--- src/rtl/tourney_pred.sv ---
module tourney_pred #(
  parameter int PC_W  = 32,
  parameter int IDX_W = 8
) (
  input  logic            clk,
  input  logic            rst_n,
  input  logic [PC_W-1:0] lk_pc,
  output logic            lk_pred,
  output logic            lk_bim_pred,
  output logic            lk_glb_pred,
  input  logic            up_valid,
  input  logic [PC_W-1:0] up_pc,
  input  logic            up_taken,
  input  logic            up_bim_pred,
  input  logic            up_glb_pred
);
  localparam int ENTRIES = 1 << IDX_W;

  logic [1:0]       bim_q  [ENTRIES];
  logic [1:0]       glb_q  [ENTRIES];
  logic [1:0]       vote_q [ENTRIES];
  logic [IDX_W-1:0] ghr_q;

  wire [IDX_W-1:0] lk_idx  = lk_pc[IDX_W+1:2];
  wire [IDX_W-1:0] lk_gidx = lk_idx ^ ghr_q;
  wire [IDX_W-1:0] up_idx  = up_pc[IDX_W+1:2];
  wire [IDX_W-1:0] up_gidx = up_idx ^ ghr_q;

  assign lk_bim_pred = bim_q[lk_idx][1];
  assign lk_glb_pred = glb_q[lk_gidx][1];
  assign lk_pred     = vote_q[lk_idx][1] ? lk_glb_pred : lk_bim_pred;

  function automatic logic [1:0] step(input logic [1:0] c, input logic inc);
    if (inc) step = (c == 2'b11) ? c : c + 2'd1;
    else     step = (c == 2'b00) ? c : c - 2'd1;
  endfunction

  always_ff @(posedge clk) begin
    if (!rst_n) begin
      for (int i = 0; i < ENTRIES; i++) begin
        bim_q[i]  <= 2'b01;
        glb_q[i]  <= 2'b01;
        vote_q[i] <= 2'b01;
      end
      ghr_q <= '0;
    end else if (up_valid) begin
      bim_q[up_idx]  <= step(bim_q[up_idx], up_taken);
      glb_q[up_gidx] <= step(glb_q[up_gidx], up_taken);
      if (up_bim_pred != up_glb_pred)
        vote_q[up_idx] <= step(vote_q[up_idx], up_glb_pred == up_taken);
      ghr_q <= {ghr_q[IDX_W-2:0], up_taken};
    end
  end
endmodule

--- config.mk ---
export PLATFORM = sky130hd
export DESIGN_NAME = tourney_pred
export DESIGN_NICKNAME = d
export VERILOG_FILES = /design/src/rtl/tourney_pred.sv
export SDC_FILE = /design/constraint.sdc
export NUM_CORES = 2
export LEC_CHECK = 0
export ABC_CLOCK_PERIOD_IN_PS = 5000
export BUFFER_PORTS_ARGS = -buffer_cell sky130_fd_sc_hd__buf_2
export CAP_MARGIN = 30
export CORE_ASPECT_RATIO = 0.5
export CORE_MARGIN = 2
export CORE_UTILIZATION = 60
export CTS_CLUSTER_DIAMETER = 150
export CTS_CLUSTER_SIZE = 10
export DETAILED_ROUTE_END_ITERATION = 12
export PLACE_DENSITY_LB_ADDON = 0.3
export SYNTH_ARGS = -nofsm -noshare
export SYNTH_HDL_FRONTEND = slang
export SYNTH_SLANG_ARGS = --single-unit
--- constraint.sdc ---
create_clock -name clk -period 5 [get_ports clk]
set_clock_uncertainty 0.15 [all_clocks]
set_input_delay 0.75 -clock clk [delete_from_list [all_inputs] [get_ports clk]]
set_output_delay 0.75 -clock clk [all_outputs]
set_load 0.01 [all_outputs]
# Word level (Yosys, flattened, before mapping)
# Memory sizes are Yosys's and may differ from the RTL's.
# Index checks and enable logic that the tools add are counted.
# totals
regBits	8
latchBits	0
ramBits	1536
mem_bits_ro	0
inputBits	70
output_inout_bits	3
word_cells	57
memories	3
# classes
n_addsub	6
mul	0
div	0
magnitude_cmp	0
eq_ne	5
shifts	0
muxes	34
bitwise_logic	2
reduce_logical	6
# mem_list
name	words	word_bits	rd	rd_ports_with_merged_regs	write_ports	line_no	text
bim_q	256	2	2	0	256	19	logic [1:0] bim_q [ENTRIES];
glb_q	256	2	2	0	256	20	logic [1:0] glb_q [ENTRIES];
vote_q	256	2	2	0	256	21	logic [1:0] vote_q [ENTRIES];
# op_table
cell	count
2-to-1 mux 2 bit	19
2-to-1 mux 8 bit	3
bitwise XOR 8 bit	2
2-to-1 mux 1 bit	12
adder 2 x 1 -> 2 bit, second input constant	3
== test 2 bit, second input constant	3
zero test 2 bit	3
OR reduction 2 bit	3
subtractor 2 x 1 -> 2 bit, second input constant	3
== test 1 bit	1
inequality test 1 bit	1

# Depth between registers and ports, before layout
# An unclocked memory read counts as a cell.
# depth
ltp_word	8
ltp_mapped	16
depth_no_buf	9

# Worst setup path before layout
# No wires, ideal clock.
# synth_timing
path_kind	input to output
start	input port lk_pc[2]
end	output port lk_pred
arrival_time_ns	3.910
required_time_ns	4.100
path_slack_ns	0.190
stages	11
n_path_buf	4
path_cell_list	clkbuf_1 > buf_2 > buf_2 > buf_1 > mux4_2 > mux4_2 > mux4_2 > nand2_1 > a31oi_1 > nand2_1 > o31ai_1
# synth_via
word_cells_on_any_way	5
cone_classes	mux (1); bitwise (1); memory (3)
# synth_rtl
element	line_no	text
start, declared	7	input logic [PC_W-1:0] lk_pc,
memory (256 x 2 bit)	--	
net lk_bim_pred	9	output logic lk_bim_pred,
2-to-1 mux 1 bit	31	assign lk_pred = vote_q[lk_idx][1] ? lk_glb_pred : lk_bim_pred;
end, declared	8	output logic lk_pred,
# The timed path passes the listed nets, and every way through them passes these cells.

# Worst setup path in the final report
# layout_timing
start	input port lk_pc[2]
end	output port lk_pred
# layout_via
elab_chain_cells	3
word_cells_on_any_way	5
cone_classes	mux (1); bitwise (1); memory (3)
# layout_rtl
element	line_no	text
bitwise XOR 8 bit	25	wire [IDX_W-1:0] lk_gidx = lk_idx ^ ghr_q;
memory (256 x 2 bit)	--	
2-to-1 mux 1 bit (*)	31	
# Mark *: on every way between the ends. The rest lies on a longest branch, timed or not.

==> metrics.md <==
| Metric | Value |
|---|---|
| Fin. Hold Viols | 0 |
| Total GRT Usage | 37.6% |
| Sequential cell area | 46300 um^2 |
| Sequential area share after synthesis | 56.2% |
| Final setup violation count | 0 |
| Mapped Cells | 6584 |
| Die Width | 528 um |
| Compound-gate portion of the synthesized area | 3.43% |
| Routed wire length | 263 mm |
| Req. time, crit path | 4.10 ns |
| Initial Utilization | 60.3% |
| Root Buffer | clkbuf_16 |
| CTS tree | yes |
| Total grt overflow | 0 |
| Avg WL per Cell | 31.5 um |
| F_max | 200 MHz |
| Number of synthesized flops with an enable pin | 1536 |
| Die area | 140000 um^2 |
| Antenna violations before repair | 15 |
| Fill count | 9300 |
| Drt first pass iters | 8 |
| Relative slew slack | 25.4% |
| Critical Path AT | 4.09 ns |
| LEAKAGE | 0.0279 uW |
| Largest family of logic cells by synthesized area | multiplexers |
| Area used by multi-input combinational logic | 33000 um^2 |
| Syn Area/Cell | 12.5 um^2 |
| Max-cap violations | 0 |
| H-tree levels | 4 |
| Crit path kind | input pin to output pin |
| Core ar. | 137000 um^2 |
| Worst-Skew Late Latency | 0.82 ns |
| Min Tclk post-route | 4.99 ns |
| Reg clk slew, reported paths | 0.05 ns |
| Post-synth ARST share | 0% |
| Number of port buffers | 24 |
| Status | complete, no violations |
| Number of global-route vias before repair | 59.8k |
| Post-DR vias/cell | 7.25 |
| Row cnt | 96 |
| Simple-Gate Fraction of Synth Area | 17.4% |
| Largest net degree at the start of global routing | 200 |
| Hold_buf cts | 0 |
| Crit path max fanout | 15 |
| Post-DP HPWL | 173 mm |
| Min-delay worst type | input pin to flop |
| Pwr Density | 334 nW/um^2 |
| First-pass GRT wire length | 384 mm |
| Ports | 73 |
| Area share of fa/ha/maj cells after synthesis | 0.0638% |
| Die Y | 266 um |
| Nets@finish | 6592 |
| Netlist Area Pre-Place | 82400 um^2 |
| CTS Buf Count | 172 |
| Tcrit/Tclk final | 99.8% |
| Detailed Route Iter0 Violations | 10.1k |
| Final slew viol count | 0 |
| Worst vdd ir | 0.397 mV |
| DR vias | 60.6k |
| Synth Area in XOR/XNOR | 0.340% |
| CP Launch Type | input pin |
| Primary FF master, synth | edfxtp_1 |
| CTS Buffer Depth | 3 |
| Final WS setup | 0.0100 ns |
| Gpl congestion | 0.961 |
| DRC | 0 |
| CTS sink count | 1544 |
| Post-synthesis mux area share | 18.4% |
| Area delta synth->final | 11.2% |
| RSZ-0062 raised after global routing | false |
| Yosys reg bits | 1544 |
| Syn Nets | 6654 |
| Worst Setup End Kind | output pin |
| Synth warnings | 0 |
| Post-synthesis cell type count | 64 |
| Antenna viol nets, final | 0 |
| Share of layout cells above drive strength 1 | 24.9% |
| Measured slew at the worst slew-check pin | 1.12 ns |
| Place WS | -0.0194 ns |
| Setup Total Neg Slack | 0 ns |
path summary, 6_finish.rpt:
kind,startpoint,to,slack [ns],depth (start not counted)
max,lk_pc[2],lk_pred,0.01,12
min,up_taken,ghr_q[0],0.26,3
max reg2reg,ghr_q[2],glb_q[93][0],0.39,13
min reg2reg,ghr_q[7],ghr_q[7],0.47,2
cells by family (layout without fill, tap and decap cells):
kind of cell,Yosys count,count (layout)
compound gates,485,485
xor+xnor,29,29
fa+ha+maj,5,5
buf+inv,760,727
flops,1544,1544
mux,737,737
other cells,0,5
simple gates,3024,3024
layout by cell type, fill, tap and decap left out, types with 6 or more instances in the layout:
master and count:
nor2_4 18, o22ai_1 44, nor3_1 85, nand3_1 672, buf_4 380, nor3_2 236, clkbuf_16 176, dfxtp_1 6
xnor2_1 7, nand2b_1 8, clkbuf_1 15, edfxtp_1 1536, a22oi_1 39, a2111oi_0 6, a21oi_1 30, xor2_1 8
and2_1 7, nor4_1 14, o211ai_1 7, mux2_2 6, nor2b_1 18, a211oi_1 7, nand4_1 36, a32o_1 10
nand2_1 1098, or3_1 123, xor2_4 7, mux2i_1 110, o21ai_0 299, buf_12 112, nor2_2 16, nor2_1 684
buf_2 16, mux4_2 620, a31oi_1 7
worst max-delay path, cell delays in order:
cell and delay, ns:
buf_8 0.17, buf_12 0.24, buf_12 0.21, mux4_2 0.57
mux4_2 0.51, mux4_2 0.55, a211oi_1 0.26, a31oi_1 0.11
nand2_1 0.23, o31ai_2 0.16, buf_4 0.16, buf_2 0.13
report_power, final:
group | switching, uW | total (uW) | leakage, uW | internal, uW
combinational | 3010 | 4630 | 0.0120 | 1620
sequential | 142 | 14600 | 0.0137 | 14500
clock | 5090 | 11300 | 0.00227 | 6240
through the flow:
stage / hold WS [ns] / util [%] / power (uW) / instance area, um^2 / cells
after floorplan: 0.403 / - / 17500 / 82400 / 6584
after global placement: 0.445 / 63.4 / 19200 / 86700 / 8144
after detailed placement: 0.462 / 63.5 / 19300 / 86800 / 8147
after CTS: 0.224 / 66.9 / 30400 / 91400 / 8350
after global routing: 0.264 / 67.0 / 31100 / 91600 / 8367
final: 0.263 / 67.0 / 30600 / 91600 / 8369
cell usage after synthesis (44+ instances only):
library cell,instances,share of area [%]
o22ai_1,44,0.33
nor2_1,717,3.3
or3_1,123,0.93
nand2_1,1099,5.0
mux2i_1,110,1.3
buf_1,59,0.27
clkbuf_1,450,2.0
nand3_1,672,4.1
nor3_1,90,0.55
buf_2,179,1.1
o21ai_0,299,1.8
edfxtp_1,1536,56
mux4_2,620,17
nor3_2,231,2.8
flip-flops by register name, indices dropped and copies added, names as in the netlist:
| signal | cells |
|---|---|
| bim_q | 512 |
| ghr_q | 8 |
| glb_q | 512 |
| vote_q | 512 |
cell type report:
| type | count | area share [%] |
|---|---|---|
| Sequential cell | 1544 | 50.5 |
| Multi-Input combinational cell | 4280 | 36.0 |
| Timing Repair Buffer | 519 | 5.87 |
| Clock buffer | 191 | 4.87 |
| Tap cell | 1813 | 2.48 |
| Clock inverter | 12 | 0.195 |
| Inverter | 5 | 0.0205 |
| Antenna cell | 5 | 0.0137 |
metal layers:
layer / part of all wire [%] / GRT usage, % / vias to the layer above / wire, um
met1: 33 / 48.4 / 29730 / 85900
met2: 45 / 56.7 / 5223 / 118000
met4: 6.9 / 22.3 / 12 / 18200
met5: 0.030 / 0 / - / 80
li1: - / - / 24612 / -
met3: 16 / 11.6 / 1066 / 41500
what timing repair did:
item	CTS	global route
setup endpoints to repair	2	1
setup buffers	0	9
resized for setup	4	1
gates cloned	0	0
Note: power is estimated with default switching activity, not from simulation.
